`src/rtl/uhr_pkg.sv`:
```
`timescale 1ns/1ps
package uhr_pkg;
  localparam int unsigned OFS_W = 3;
  localparam logic [OFS_W-1:0] OFS_DATA = 3'd0;
  localparam logic [OFS_W-1:0] OFS_IEN  = 3'd1;
  localparam logic [OFS_W-1:0] OFS_IID  = 3'd2;
  localparam logic [OFS_W-1:0] OFS_LCTL = 3'd3;
  localparam logic [OFS_W-1:0] OFS_MCTL = 3'd4;
  localparam logic [OFS_W-1:0] OFS_LSTS = 3'd5;
  localparam logic [OFS_W-1:0] OFS_MSTS = 3'd6;
  localparam logic [OFS_W-1:0] OFS_SCR  = 3'd7;
  localparam int unsigned IRQ_CODE_W = 2;
endpackage

```
`src/rtl/uhr_addr_latch.sv`:
```
`timescale 1ns/1ps
module uhr_addr_latch #(
  parameter int unsigned AW = 3
) (
  input  logic          clk,
  input  logic          rst_n,
  input  logic          stb_n,
  input  logic [AW-1:0] addr_in,
  output logic [AW-1:0] addr_eff
);
  logic [AW-1:0] hold_q, hold_d;

  always_comb begin
    hold_d = hold_q;
    if (!stb_n) hold_d = addr_in;
  end

  always_ff @(posedge clk or negedge rst_n) begin
    if (!rst_n) hold_q <= '0;
    else        hold_q <= hold_d;
  end

  assign addr_eff = stb_n ? hold_q : addr_in;


  addr_hold_chk: assert property (@(posedge clk) disable iff (!rst_n)
    stb_n |=> (hold_q == $past(hold_q)));
endmodule

```
`src/rtl/uhr_access.sv`:
```
`timescale 1ns/1ps
module uhr_access (
  input  logic clk,
  input  logic rst_n,
  input  logic sel_a,
  input  logic sel_b,
  input  logic sel_n,
  input  logic rd_hi,
  input  logic rd_lo_n,
  input  logic wr_hi,
  input  logic wr_lo_n,
  output logic rd_en,
  output logic rd_go,
  output logic wr_go
);
  logic picked, wr_en;
  logic rd_q, wr_q;

  always_comb begin
    picked = sel_a & sel_b & ~sel_n;
    rd_en  = picked & (rd_hi | ~rd_lo_n);
    wr_en  = picked & (wr_hi | ~wr_lo_n);
    rd_go  = rd_en & ~rd_q;
    wr_go  = wr_en & ~wr_q;
  end

  always_ff @(posedge clk or negedge rst_n) begin
    if (!rst_n) begin
      rd_q <= 1'b0;
      wr_q <= 1'b0;
    end else begin
      rd_q <= rd_en;
      wr_q <= wr_en;
    end
  end


  one_write_chk: assert property (@(posedge clk) disable iff (!rst_n)
    wr_go |=> !wr_go);
endmodule

```
`src/rtl/uhr_regfile.sv`:
```
`timescale 1ns/1ps
module uhr_regfile
  import uhr_pkg::*;
#(
  parameter int unsigned DW = 8
) (
  input  logic                  clk,
  input  logic                  rst_n,
  input  logic                  mst_rst,
  input  logic [OFS_W-1:0]      ofs,
  input  logic                  wr_go,
  input  logic                  rd_en,
  input  logic                  rd_go,
  input  logic [DW-1:0]         wdata,
  input  logic                  rx_valid,
  input  logic [DW-1:0]         rx_byte,
  input  logic                  irq_pend,
  input  logic [IRQ_CODE_W-1:0] irq_code,
  input  logic [DW-1:0]         line_stat,
  input  logic [DW-1:0]         modem_stat,
  output logic [DW-1:0]         rdata,
  output logic [DW-1:0]         line_ctl,
  output logic [DW-1:0]         int_en,
  output logic [DW-1:0]         modem_ctl,
  output logic [DW-1:0]         div_lo,
  output logic [DW-1:0]         div_hi,
  output logic [DW-1:0]         tx_hold,
  output logic                  tx_load,
  output logic                  rx_ack
);
  localparam int unsigned ACC_BIT = DW - 1;
  localparam int unsigned IID_PAD = DW - IRQ_CODE_W - 1;

  logic [DW-1:0] lc_q, ie_q, mc_q, sc_q, dl_q, dh_q, th_q, rb_q;
  logic [DW-1:0] lc_d, ie_d, mc_d, sc_d, dl_d, dh_d, th_d, rb_d;
  logic          tl_q, tl_d, ak_q, ak_d;
  logic          acc;

  always_comb begin
    acc  = lc_q[ACC_BIT];
    lc_d = lc_q; ie_d = ie_q; mc_d = mc_q; sc_d = sc_q;
    dl_d = dl_q; dh_d = dh_q; th_d = th_q; rb_d = rb_q;
    tl_d = 1'b0; ak_d = 1'b0;
    if (mst_rst) begin
      lc_d = '0; ie_d = '0; mc_d = '0; sc_d = '0;
    end else begin
      if (wr_go) begin
        unique case (ofs)
          OFS_DATA: if (acc) dl_d = wdata; else th_d = wdata;
          OFS_IEN:  if (acc) dh_d = wdata; else ie_d = wdata;
          OFS_LCTL: lc_d = wdata;
          OFS_MCTL: mc_d = wdata;
          OFS_SCR:  sc_d = wdata;
          default:  ;
        endcase
      end
      tl_d = wr_go & (ofs == OFS_DATA) & ~acc;
      ak_d = rd_go & (ofs == OFS_DATA) & ~acc;
    end
    if (rx_valid) rb_d = rx_byte;
  end

  always_ff @(posedge clk or negedge rst_n) begin
    if (!rst_n) begin
      lc_q <= '0; ie_q <= '0; mc_q <= '0; sc_q <= '0;
      dl_q <= '0; dh_q <= '0; th_q <= '0; rb_q <= '0;
      tl_q <= 1'b0; ak_q <= 1'b0;
    end else begin
      lc_q <= lc_d; ie_q <= ie_d; mc_q <= mc_d; sc_q <= sc_d;
      dl_q <= dl_d; dh_q <= dh_d; th_q <= th_d; rb_q <= rb_d;
      tl_q <= tl_d; ak_q <= ak_d;
    end
  end

  always_comb begin
    rdata = '0;
    if (rd_en) begin
      unique case (ofs)
        OFS_DATA: rdata = acc ? dl_q : rb_q;
        OFS_IEN:  rdata = acc ? dh_q : ie_q;
        OFS_IID:  rdata = {{IID_PAD{1'b0}}, irq_code, ~irq_pend};
        OFS_LCTL: rdata = lc_q;
        OFS_MCTL: rdata = mc_q;
        OFS_LSTS: rdata = line_stat;
        OFS_MSTS: rdata = modem_stat;
        default:  rdata = sc_q;
      endcase
    end
  end

  assign line_ctl = lc_q; assign int_en = ie_q; assign modem_ctl = mc_q;
  assign div_lo = dl_q;   assign div_hi = dh_q; assign tx_hold = th_q;
  assign tx_load = tl_q;  assign rx_ack = ak_q;


  mst_keep_chk: assert property (@(posedge clk) disable iff (!rst_n)
    mst_rst |=> ($stable(dl_q) && $stable(dh_q) && $stable(th_q)));

  mst_clear_chk: assert property (@(posedge clk) disable iff (!rst_n)
    mst_rst |=> (lc_q == '0 && ie_q == '0 && mc_q == '0 && sc_q == '0 && !tl_q));

  tx_pulse_chk: assert property (@(posedge clk) disable iff (!rst_n)
    tl_q |=> !tl_q);

  rx_pulse_chk: assert property (@(posedge clk) disable iff (!rst_n)
    ak_q |=> !ak_q);

  tx_view_chk: assert property (@(posedge clk) disable iff (!rst_n)
    tl_q |-> !lc_q[ACC_BIT]);

  ro_ignore_chk: assert property (@(posedge clk) disable iff (!rst_n)
    (!mst_rst && wr_go && (ofs == OFS_IID || ofs == OFS_LSTS || ofs == OFS_MSTS))
    |=> ($stable(lc_q) && $stable(ie_q) && $stable(mc_q) && $stable(sc_q)
         && $stable(dl_q) && $stable(dh_q) && $stable(th_q)));
endmodule

```
`src/rtl/uart_host_regs.sv`:
```
`timescale 1ns/1ps
module uart_host_regs
  import uhr_pkg::*;
#(
  parameter int unsigned DW = 8
) (
  input  logic                  clk,
  input  logic                  rst_n,
  input  logic                  mst_rst,
  input  logic [OFS_W-1:0]      addr,
  input  logic                  adr_stb_n,
  input  logic                  sel_a,
  input  logic                  sel_b,
  input  logic                  sel_n,
  input  logic                  rd_hi,
  input  logic                  rd_lo_n,
  input  logic                  wr_hi,
  input  logic                  wr_lo_n,
  input  logic [DW-1:0]         wdata,
  output logic [DW-1:0]         rdata,
  input  logic                  rx_valid,
  input  logic [DW-1:0]         rx_byte,
  input  logic                  irq_pend,
  input  logic [IRQ_CODE_W-1:0] irq_code,
  input  logic [DW-1:0]         line_stat,
  input  logic [DW-1:0]         modem_stat,
  output logic [DW-1:0]         line_ctl,
  output logic [DW-1:0]         int_en,
  output logic [DW-1:0]         modem_ctl,
  output logic [DW-1:0]         div_lo,
  output logic [DW-1:0]         div_hi,
  output logic [DW-1:0]         tx_hold,
  output logic                  tx_load,
  output logic                  rx_ack
);
  logic [OFS_W-1:0] ofs;
  logic rd_en, rd_go, wr_go;

  uhr_addr_latch #(.AW(OFS_W)) u_alat (
    .clk(clk), .rst_n(rst_n), .stb_n(adr_stb_n), .addr_in(addr), .addr_eff(ofs));

  uhr_access u_acc (
    .clk(clk), .rst_n(rst_n), .sel_a(sel_a), .sel_b(sel_b), .sel_n(sel_n),
    .rd_hi(rd_hi), .rd_lo_n(rd_lo_n), .wr_hi(wr_hi), .wr_lo_n(wr_lo_n),
    .rd_en(rd_en), .rd_go(rd_go), .wr_go(wr_go));

  uhr_regfile #(.DW(DW)) u_rf (
    .clk(clk), .rst_n(rst_n), .mst_rst(mst_rst), .ofs(ofs), .wr_go(wr_go),
    .rd_en(rd_en), .rd_go(rd_go), .wdata(wdata), .rx_valid(rx_valid),
    .rx_byte(rx_byte), .irq_pend(irq_pend), .irq_code(irq_code),
    .line_stat(line_stat), .modem_stat(modem_stat), .rdata(rdata),
    .line_ctl(line_ctl), .int_en(int_en), .modem_ctl(modem_ctl),
    .div_lo(div_lo), .div_hi(div_hi), .tx_hold(tx_hold),
    .tx_load(tx_load), .rx_ack(rx_ack));


  always_comb begin
    if (!(sel_a && sel_b && !sel_n)) begin
      unsel_quiet_chk: assert (rdata == '0);
    end
  end
endmodule

```
`config.mk`:
```
export PLATFORM = sky130hd
export DESIGN_NAME = uart_host_regs
export DESIGN_NICKNAME = d
export VERILOG_FILES = /design/src/rtl/uhr_pkg.sv /design/src/rtl/uhr_addr_latch.sv /design/src/rtl/uhr_access.sv /design/src/rtl/uhr_regfile.sv /design/src/rtl/uart_host_regs.sv
export SDC_FILE = /design/constraint.sdc
export NUM_CORES = 1
export LEC_CHECK = 0
export ABC_AREA = 1
export BUFFER_PORTS_ARGS = -buffer_cell sky130_fd_sc_hd__buf_4
export CAP_MARGIN = 25
export CORE_ASPECT_RATIO = 0.8
export CORE_MARGIN = 5
export CORE_UTILIZATION = 50
export CTS_BUF_LIST = sky130_fd_sc_hd__clkbuf_4
export DETAILED_ROUTE_END_ITERATION = 8
export PLACE_DENSITY = 0.85
export SYNTH_ARGS = -nofsm -noshare
export SYNTH_HDL_FRONTEND = slang
export SYNTH_HIERARCHICAL = 1
export SYNTH_SLANG_ARGS = --single-unit
```
`constraint.sdc`:
```
create_clock -name clk -period 3.3 [get_ports clk]
set_input_delay 0.66 -clock clk [delete_from_list [all_inputs] [get_ports clk]]
set_output_delay 0.66 -clock clk [all_outputs]
set_load 0.02 [all_outputs]
```
==> impl_results.md, run 1 <==
* Crit path DAT at 2420 ps
* Share of cells above drive strength 1 at 27.3%
* Core Region at 6890 sq um
* CTS root buf: clkbuf_4
* Pre-antenna DRT Iters at 5
* Minimum clock period at 3080 ps
* #FFs+latches synth at 71
* Die Ht at 85.4 um
* Status: finished clean
* Remaining global-route overflow at 0
* Slew margin rel. at 40.1%
* FF/Latch Area at 1780 sq um
* Slowest Stage Delay on Critical Path at 400 ps
* Post-CTS sizing at 0
* FILL cells at 623
* Die area at 8900 sq um
* # port buffers at 107
* Min-delay worst type: in -> async
* First-pass GRT wire length at 17.7 mm
* DIE WIDTH at 104 um
* Most common cell in the netlist: nand2_1
* HPWL Detailed at 8.11 mm
* Largest net degree at the start of global routing at 72
* Placed cells at 638
* Clock sink count at 71
* Number of placement rows at 27
* Post-route DRC at 0
* Clk pwr share at 32.5%
* Final hold violations at 0
* Worst-path cell chain: nand2_1, nand2_1, inv_2, nand2_2, nor2_4, nand2_1, nand2_1, nor2_1, a21oi_1, buf_4
* Initial antenna violation count at 0
* Syn Inst Count at 457
* Clock tree buffer depth at 2
* EDFF count, synth at 0
* Async set or reset register ratio after synthesis at 100%
* Area of the multi-input gates at 1500 sq um
* Vias/cell at 5.57
* Finish-stage setup viols at 0
* Vias in the first global route at 3456
* H-tree depth at 3
* Worst Setup SP: u_alat/hold_q[1]$_DFF_PN0_
* Seq pwr share at 46.0%
* WS Path Type: reg -> out
* CTS tree: yes
* Routability congestion estimate at 0.876
* Psw at 0.000667 W
* Setup crit end: rdata[2]
* Starting Density at 51.5%
* Diodes inserted at 0
* # Max-Cap Violations at 0
* Power Internal at 0.00151 W
* Worst Path Required at 2640 ps
* Average size of a mapped cell at 7.77 sq um
* Logic pwr share at 21.6%
* Synth Flop Type: dfrtp_1
* Post-route clock period utilization at 93.5%
* Final slew viol count at 0
* Final hold slack at 349 ps
* Commonest cells in the synthesized netlist: 152 x nand2_1, 71 x dfrtp_1, 53 x o21ai_0, 38 x inv_1, 31 x nor2_1
* Cts bufs inserted at 9
* Synth top area share at 50.0%
* Distinct cells, synth at 24
* CTS Hold Bufs at 0
* # IOs at 108
* Crit path depth at 10
* Power density cells at 477 nW/um^2
* Design Area, Final at 4570 sq um
* Clk_skew at 21.4 ps
* Startpoint Class: register
* Via count at 3641
* Placed cell areas at 4380 sq um
* Fin cells at 654
* Syn nets at 507
* Largest cells by area after synthesis: dfrtp_1 50%, nand2_1 16%, o21ai_0 7.5%
* Most used cell, CP: nand2_1
* RSZ-0062 raised after global routing: no
* Clk_lat worst skew at 430 ps
* LEAKAGE at 2.41 nW
* Final Net Count at 612
* Worst Path Max Fanout at 11
* Reg2reg start: u_alat/hold_q[0]$_DFF_PN0_
* Layout area overhead at 28.6%
* Worst R2R End: u_rf/tx_hold[2]$_DFFE_PN0P_
* Design Power at 0.00218 W
* Wirelength, routed at 11.1 mm
* Dominant cell type by area after synthesis: dfrtp_1
* Critical-path top delay cell: dfrtp_1
* Number of setup buffers added after CTS at 0
* Mapped Area at 3550 sq um
* Initial DRC Count at 340
* Slew @ Worst Pin at 899 ps
* Synth Warn # at 6
* Clock-pin transition on the worst setup and hold timing paths at 130 ps
* Maximum clock rate at 0.324 GHz
* Worst path bufs/invs at 2
* Worst setup EP type: output pin
* Peak VDD IR at 0.000259 V
* Setup_tns at 0 ps
* Crit-path leading delay family: simple AND/OR/NAND/NOR gates
* Sw Share at 30.6%
* Avg WL per Cell at 17.0 um
* Worst R2R Setup Slack at 1190 ps
* Sequential area share after synthesis at 50.0%
* GRT Overall Usage at 24.9%
* DRT antenna net count at 0
* Reg2Reg Depth at 8
## placed cells by master (no fill, tap or decap), types with 6 or more instances in the layout
cell type	n
buf_4	110
clkbuf_4	10
dfrtp_1	71
inv_1	38
inv_2	8
nand2_1	152
nand2_2	6
nand3_1	30
nand4_1	13
nor2_1	31
o21ai_0	53
o21ai_1	17
## sequential cells by signal, indices dropped and copies added, names as in the netlist
name and cells:
u_rf/div_hi 8, u_rf/div_lo 8, u_rf/int_en 8, u_rf/line_ctl 8
u_rf/modem_ctl 8, u_rf/rb_q 8, u_rf/sc_q 8, u_rf/tx_hold 8
u_alat/hold_q 3, u_acc/rd_q 1, u_acc/wr_q 1, u_rf/rx_ack 1
u_rf/tx_load 1
## worst min-delay path by stage
| stage | end | slack (ps) | cells after the start |
|---|---|---|---|
| after floorplan | u_acc/rd_q$_DFF_PN0_ | 360 | 0 |
| after global placement | u_rf/rx_ack$_DFF_PN0_ | 470 | 3 |
| after detailed placement | u_rf/tx_hold[5]$_DFFE_PN0P_ | 470 | 2 |
| after CTS | u_rf/int_en[6]$_DFFE_PN0P_ | 360 | 1 |
| after global routing | u_rf/div_lo[1]$_DFFE_PN0P_ | 420 | 1 |
| final | u_rf/int_en[6]$_DFFE_PN0P_ | 350 | 1 |
## stage by stage
step,setup WS [ps],util [%]
after floorplan,828,-
after global placement,348,63.6
after detailed placement,287,63.6
after CTS,218,66.3
after global routing,28.9,66.3
final,215,66.3
## logic make-up after synthesis
group	count (synthesis)	share of synthesized area, %
and+or+nand+nor	241	29.2
buffers and inverters	62	7.75
DFF	71	50.0
AOI/OAI and AO/OA	83	13.0
## per-layer routing
metal  track usage [%]  share of wire, %  vias to the layer above  wire length [um]
li1                  -                 -                     1680                 -
met1              33.7                41                     1724              4530
met2              39.4                47                      217              5290
met3              7.76                11                       20              1190
met4              6.12               1.3                        0               140
met5                 0                 0                        -                 0
## power by group through the flow
stage / combinational, W / sequential [W] / clock (W)
2_1_floorplan: 0.000194 / 0.00107 / 0
3_3_place_gp: 0.000456 / 0.00101 / 0
3_5_place_dp: 0.000466 / 0.00102 / 0
4_1_cts: 0.000468 / 0.00100 / 0.000717
5_1_grt: 0.000510 / 0.00101 / 0.000756
6_report: 0.000470 / 0.00100 / 0.000708
## worst register-to-register path, cell delays in order, from the launching register on
cell	delay (ps)
dfrtp_1	390
nand2_1	60
nand2_1	360
nor2_2	290
nand2_1	120
nor2_2	140
nand3_2	340
nand2_1	180
o21ai_1	90
## layout make-up
cell class                      instances  share of cell area (%)
Sequential cell                        71                    38.9
Multi-Input combinational cell        324                    32.8
Timing Repair Buffer                  110                    18.1
Inverter                               46                    3.78
Clock inverter                          6                    2.38
Tap cell                               87                    2.38
Clock buffer                           10                    1.64
Note: power is estimated with default switching activity, not from simulation.
==> inputs of run 2 (changes only) <==
- PLACE_DENSITY: 0.85 -> 0.78
==> run 2 against run 1 <==
Setup slack improved by 72 ps; register-to-register slack improved by 70 ps; critical endpoint unchanged; via count fell by 3.3%; largest cell class unchanged; global-route usage barely moved; die area did not move; critical path depth fell by 2; hold slack got worse by 17 ps; critical path type unchanged; sequential share of layout area rose by 0.38 points.
==> impl_results.md, run 2 (synthesis gave the netlist of run 1 again) <==
* # Max-Cap Violations at 0 (unchanged)
* Post-CTS sizing at 0 (unchanged)
* Remaining global-route overflow at 0 (unchanged)
* Minimum clock period at 3010 ps (-72.2 ps)
* Number of setup buffers added after CTS at 0 (unchanged)
* Worst Path Max Fanout at 24 (+13)
* Die Ht at 85.4 um (unchanged)
* Vias/cell at 5.38 (-3.3%)
* WS Path Type: reg -> out
* Pre-antenna DRT Iters at 5 (unchanged)
* Wirelength, routed at 10.8 mm (-3.5%)
* Post-route clock period utilization at 91.3% (-2.2 points)
* Starting Density at 51.5% (unchanged)
* DRT antenna net count at 0 (unchanged)
* GRT Overall Usage at 25.0% (+0.028 points)
* Avg WL per Cell at 16.5 um (-3.5%)
* Design Area, Final at 4520 sq um (-0.96%)
* Most used cell, CP: nand2_1
* CTS root buf: clkbuf_4
* Sw Share at 33.5% (+2.9 points)
* Area of the multi-input gates at 1500 sq um (unchanged)
* Worst setup EP type: output pin
* Commonest non-fill, non-tap cell in the layout: nand2_1
* Slew margin rel. at 41.7% (+1.6 points)
* DIE WIDTH at 104 um (unchanged)
* GRT Max-Usage Layer: met2
* Clock sink count at 71 (unchanged)
* Status: finished clean
* Initial DRC Count at 382 (+12%)
* Startpoint Class: register
* Die area at 8900 sq um (unchanged)
* Finish-stage setup viols at 0 (unchanged)
* Final Net Count at 612 (unchanged)
* Clk_skew at 19.9 ps (-1.45 ps)
* CTS tree: yes
* Logic pwr share at 22.9% (+1.3 points)
* Largest net degree at the start of global routing at 72 (unchanged)
* FILL cells at 621 (-0.32%)
* Final slew viol count at 0 (unchanged)
* Met2 Usage GRT at 37.8% (-1.6 points)
* # IOs at 108 (unchanged)
* Crit path DAT at 2350 ps (-70 ps)
* H-tree depth at 3 (unchanged)
* Peak VDD IR at 0.000283 V (+9.4%)
* Critical-path top delay cell: dfrtp_1
* Psw at 0.000681 W (+2.0%)
* RSZ-0062 raised after global routing: no
* Number of placement rows at 27 (unchanged)
* Maximum clock rate at 0.332 GHz (+2.4%)
* Met1 GRT Util at 36.0% (+2.3 points)
* Final hold slack at 332 ps (-16.8 ps)
* Routability congestion estimate at 0.958 (+9.4%)
* Seq pwr share at 49.1% (+3.1 points)
* Initial antenna violation count at 0 (unchanged)
* Slew @ Worst Pin at 875 ps (-23.6 ps)
* FF/Latch Area at 1780 sq um (unchanged)
* CTS Hold Bufs at 0 (unchanged)
* Slowest Stage Delay on Critical Path at 860 ps (+460 ps)
* Clock tree buffer depth at 2 (unchanged)
* # port buffers at 107 (unchanged)
* Core Region at 6890 sq um (unchanged)
* Post-route DRC at 0 (unchanged)
* Vias in the first global route at 3341 (-3.3%)
* Cts bufs inserted at 9 (unchanged)
* Placed cell areas at 4380 sq um (unchanged)
* Layout area overhead at 27.4%
* Via count at 3520 (-3.3%)
* Clock-pin transition on the worst setup and hold timing paths at 130 ps (about the same)
* Setup_tns at 0 ps (unchanged)
* HPWL Detailed at 8.08 mm (-0.41%)
* Clk pwr share at 28.0% (-4.5 points)
* Share of cells above drive strength 1 at 27.3% (unchanged)
* First-pass GRT wire length at 17.8 mm (+0.24%)
* Final hold violations at 0 (unchanged)
* Diodes inserted at 0 (unchanged)
* Worst-path cell chain: inv_1, nand2_1, nand2_1, nand2_1, nand2_1, nor2_1, a21oi_1, buf_4
* Power Internal at 0.00135 W (-11%)
* Met3 usage at 6.39% (-1.4 points)
* Design Power at 0.00203 W (-6.7%)
* Power density cells at 449 nW/um^2 (-5.8%)
* Worst Path Required at 2640 ps (about the same)
* Min-delay worst type: in -> async
* Most frequent cells in the layout: 152 x nand2_1, 110 x buf_4, 71 x dfrtp_1
* LEAKAGE at 2.38 nW (-1.2%)
* Clk_lat worst skew at 430 ps (about the same)
run 2: cell count changes in the layout (fill, tap and decap cells not counted), sizes merged:
cell	change
clkbuf	-1
inv	+1
bufinv	-2
clkinvlp	+2
run 2: through the flow:
stage | utilization [%] | std cells | setup WS, ps
6_report | 65.6 | 654 | 287
3_3_place_gp | 63.6 | 638 | 358
4_1_cts | 65.6 | 654 | 289
5_1_grt | 65.6 | 654 | 58.5
2_1_floorplan | - | 457 | 828
3_5_place_dp | 63.6 | 638 | 358
run 2: final timing paths:
kind / from / cells after the start / to / slack (ps)
min reg2reg: u_acc/rd_q$_DFF_PN0_ / 3 / u_rf/rx_ack$_DFF_PN0_ / 500
min: rst_n / 1 / u_rf/line_ctl[4]$_DFFE_PN0P_ / 330
min in group clk: rx_byte[6] / 3 / u_rf/rb_q[6]$_DFFE_PN0P_ / 430
max reg2reg: u_alat/hold_q[0]$_DFF_PN0_ / 8 / u_rf/tx_hold[5]$_DFFE_PN0P_ / 1260
max: u_rf/line_ctl[7]$_DFFE_PN0P_ / 8 / rdata[2] / 290
max in group asynchronous: rst_n / 1 / u_rf/rx_ack$_DFF_PN0_ / 2380
run 2: layout make-up:
cell class	count	share of cell area (%)
Clock inverter	7	1.60
Tap cell	87	2.41
Inverter	46	3.82
Timing Repair Buffer	110	18.3
Clock buffer	9	1.49
Multi-Input combinational cell	324	33.1
Sequential cell	71	39.3
run 2: critical path: cells and delay by family, from the launching register on:
family | cells | cell delay, ps
flip-flops | 1 | 860
buffers and inverters | 2 | 450
AND/OR/NAND/NOR | 5 | 540
AO/OA/AOI/OAI | 1 | 80
run 2: power groups by stage:
stage / clock network, W / registers, W / logic (W)
5_1_grt: 0.000614 / 0.00101 / 0.000511
2_1_floorplan: 0 / 0.00107 / 0.000194
4_1_cts: 0.000579 / 0.000999 / 0.000466
6_report: 0.000568 / 0.000999 / 0.000466
3_3_place_gp: 0 / 0.00102 / 0.000460
3_5_place_dp: 0 / 0.00102 / 0.000464
run 2: routing by layer:
layer | vias to the layer above | share of wire [%]
met3 | 13 | 8.5
li1 | 1691 | -
met2 | 151 | 45
met1 | 1665 | 45
met4 | 0 | 1.1
met5 | - | 0
==> inputs of run 3 (changes only) <==
==> constraint.sdc (replaced) <==
create_clock -name clk -period 3.3 [get_ports clk]
set_input_delay 0.165 -clock clk [delete_from_list [all_inputs] [get_ports clk]]
set_output_delay 0.165 -clock clk [all_outputs]
set_load 0.02 [all_outputs]
==> run 3 against run 2 <==
Non-clock buffer count rose by 9; power fell by 4.6%; wire length rose by 1.5%; critical path type unchanged; register-to-register slack got worse by 90 ps; sequential power barely moved; via count rose by 0.68%; setup slack improved by 450 ps; cell area rose by 1.5%; flip-flop and latch count did not move; largest power group unchanged; highest routed layer unchanged.
==> impl_results.md, run 3 (synthesis gave the netlist of run 1 again) <==
* Status: finished clean
* Finish-stage setup viols at 0 (unchanged)
* Final hold violations at 0 (unchanged)
* # IOs at 108 (unchanged)
* Post-CTS sizing at 0 (unchanged)
* WL met1 at 4.96 mm (+1.3%)
* DRT antenna net count at 0 (unchanged)
* Initial DRC Count at 322 (-16%)
* Core Region at 6890 sq um (unchanged)
* Power density cells at 422 nW/um^2 (-6.0%)
* Met2 WL at 5.07 mm (+4.7%)
* RSZ-0062 raised after global routing: no
* Peak VDD IR at 0.000322 V (+14%)
* Sw Share at 33.7% (+0.22 points)
* Layout area overhead at 29.3%
* Crit-path leading delay family: simple AND/OR/NAND/NOR gates
* Design Power at 0.00194 W (-4.6%)
* GRT Overall Usage at 25.2% (+0.28 points)
* CTS root buf: clkbuf_4
* Final Net Count at 621 (+1.5%)
* Clock sink count at 71 (unchanged)
* Worst path bufs/invs at 2 (unchanged)
* Via count at 3544 (+0.68%)
* Slew margin rel. at 38.3% (-3.3 points)
* Logic pwr share at 24.4% (+1.5 points)
* Worst Path Required at 3130 ps (+490 ps)
* Power Internal at 0.00129 W (-4.9%)
* Worst Path Max Fanout at 16 (-33%)
* Largest net degree at the start of global routing at 72 (unchanged)
* Met3 WL at 798 um (-13%)
* First-pass GRT wire length at 18.1 mm (+1.5%)
* Clk_lat worst skew at 410 ps (-20 ps)
* Clock-pin transition on the worst setup and hold timing paths at 120 ps (about the same)
* Clock tree buffer depth at 2 (unchanged)
* Clk pwr share at 24.0% (-4.0 points)
* Vias/cell at 5.35 (-0.68%)
* Cts bufs inserted at 9 (unchanged)
* Critical-path top delay cell: dfrtp_1
* Minimum clock period at 2560 ps (-453 ps)
* Seq pwr share at 51.6% (+2.5 points)
* Crit path DAT at 2390 ps (+40 ps)
* Slew @ Worst Pin at 925 ps (+49.7 ps)
* Maximum clock rate at 0.391 GHz (+18%)
* LEAKAGE at 2.40 nW (+0.88%)
* Routability congestion estimate at 0.968 (+1.0%)
* Slowest Stage Delay on Critical Path at 380 ps (-480 ps)
* HPWL Detailed at 8.07 mm (about the same)
* Vias in the first global route at 3380 (+1.2%)
* Post-layout util at 66.6% (+0.98 points)
* Pre-antenna DRT Iters at 5 (unchanged)
* Setup_tns at 0 ps (unchanged)
* Die Ht at 85.4 um (unchanged)
* Post-route clock period utilization at 77.6% (-14 points)
* # Max-Cap Violations at 0 (unchanged)
* H-tree depth at 3 (unchanged)
* Post-route DRC at 0 (unchanged)
* Psw at 0.000654 W (-4.0%)
* Final slew viol count at 0 (unchanged)
* Share of cells above drive strength 1 at 26.4% (-0.95 points)
* Top sig layer: met4
* Min-delay worst type: in -> reg
* Worst setup EP type: output pin
* Commonest non-fill, non-tap cell in the layout: nand2_1
* Die area at 8900 sq um (unchanged)
* Diodes inserted at 0 (unchanged)
* WS Path Type: reg -> out
* Worst-path cell chain: nand2_1, nand2_1, inv_2, nand2_2, nor2_4, nand2_1, nand2_1, nor2_1, a21oi_1, buf_4
* Clk_skew at 9.88 ps (-10.0 ps)
* Starting Density at 51.5% (unchanged)
* Remaining global-route overflow at 0 (unchanged)
* Number of placement rows at 27 (unchanged)
* Most frequent cells in the layout: 152 x nand2_1, 108 x buf_4, 71 x dfrtp_1
* Startpoint Class: register
* CTS tree: yes
* DIE WIDTH at 104 um (unchanged)
* Wirelength, routed at 10.9 mm (+1.5%)
* Avg WL per Cell at 16.5 um (+0.16%)
* Initial antenna violation count at 0 (unchanged)
* Most used cell, CP: nand2_1
* # port buffers at 107 (unchanged)
## run 3: per-layer routing
metal,track usage [%],vias to the layer above
li1,-,1704
met1,36.3,1682
met2,38.3,141
met3,7.30,17
met4,5.06,0
met5,0,-
## run 3: path summary, 6_finish.rpt
| check | depth (start not counted) | start | slack, ps | end |
|---|---|---|---|---|
| max in group asynchronous | 2 | rst_n | 2350 | u_rf/div_hi[4]$_DFFE_PN0P_ |
| min in group asynchronous | 2 | rst_n | 400 | u_rf/int_en[6]$_DFFE_PN0P_ |
| setup reg to reg | 4 | u_rf/line_ctl[7]$_DFFE_PN0P_ | 1170 | u_rf/div_lo[5]$_DFFE_PN0P_ |
| setup / recovery | 10 | u_alat/hold_q[1]$_DFF_PN0_ | 740 | rdata[1] |
| hold / removal | 2 | mst_rst | 60 | u_rf/rx_ack$_DFF_PN0_ |
| hold reg to reg | 3 | u_acc/rd_q$_DFF_PN0_ | 490 | u_rf/rx_ack$_DFF_PN0_ |
## run 3: power by group through the flow
stage / Combinational [W] / Clock [W] / Sequential [W]
global route: 0.000518 / 0.000528 / 0.00101
global placement: 0.000453 / 0 / 0.00102
finish: 0.000473 / 0.000466 / 0.00100
CTS: 0.000473 / 0.000474 / 0.00100
floorplan: 0.000194 / 0 / 0.00107
detailed placement: 0.000460 / 0 / 0.00102
## run 3: cell type report
| type | instances | area (sq um) |
|---|---|---|
| Fill cell | 602 | 2300 |
| Sequential cell | 71 | 1780 |
| Multi-Input combinational cell | 324 | 1500 |
| Timing Repair Buffer | 119 | 921 |
| Inverter | 46 | 173 |
| Tap cell | 87 | 109 |
| Clock buffer | 10 | 75.1 |
| Clock inverter | 6 | 37.5 |
## run 3: stage by stage
stage / setup slack (ps) / std cells / hold WS (ps) / area (sq um)
6_report: 740 / 663 / 55.3 / 4590
5_1_grt: 485 / 663 / 18.5 / 4590
4_1_cts: 754 / 663 / 30.8 / 4590
3_5_place_dp: 1180 / 636 / 342 / 4370
3_3_place_gp: 1260 / 636 / 337 / 4370
2_1_floorplan: 1650 / 457 / -131 / 3550
## run 3: timing repair
item                                    CTS  global route
hold endpoints to repair                 80             0
buffers inserted                          0             0
endpoints found under the setup margin    0             0
hold buffers                             11             0
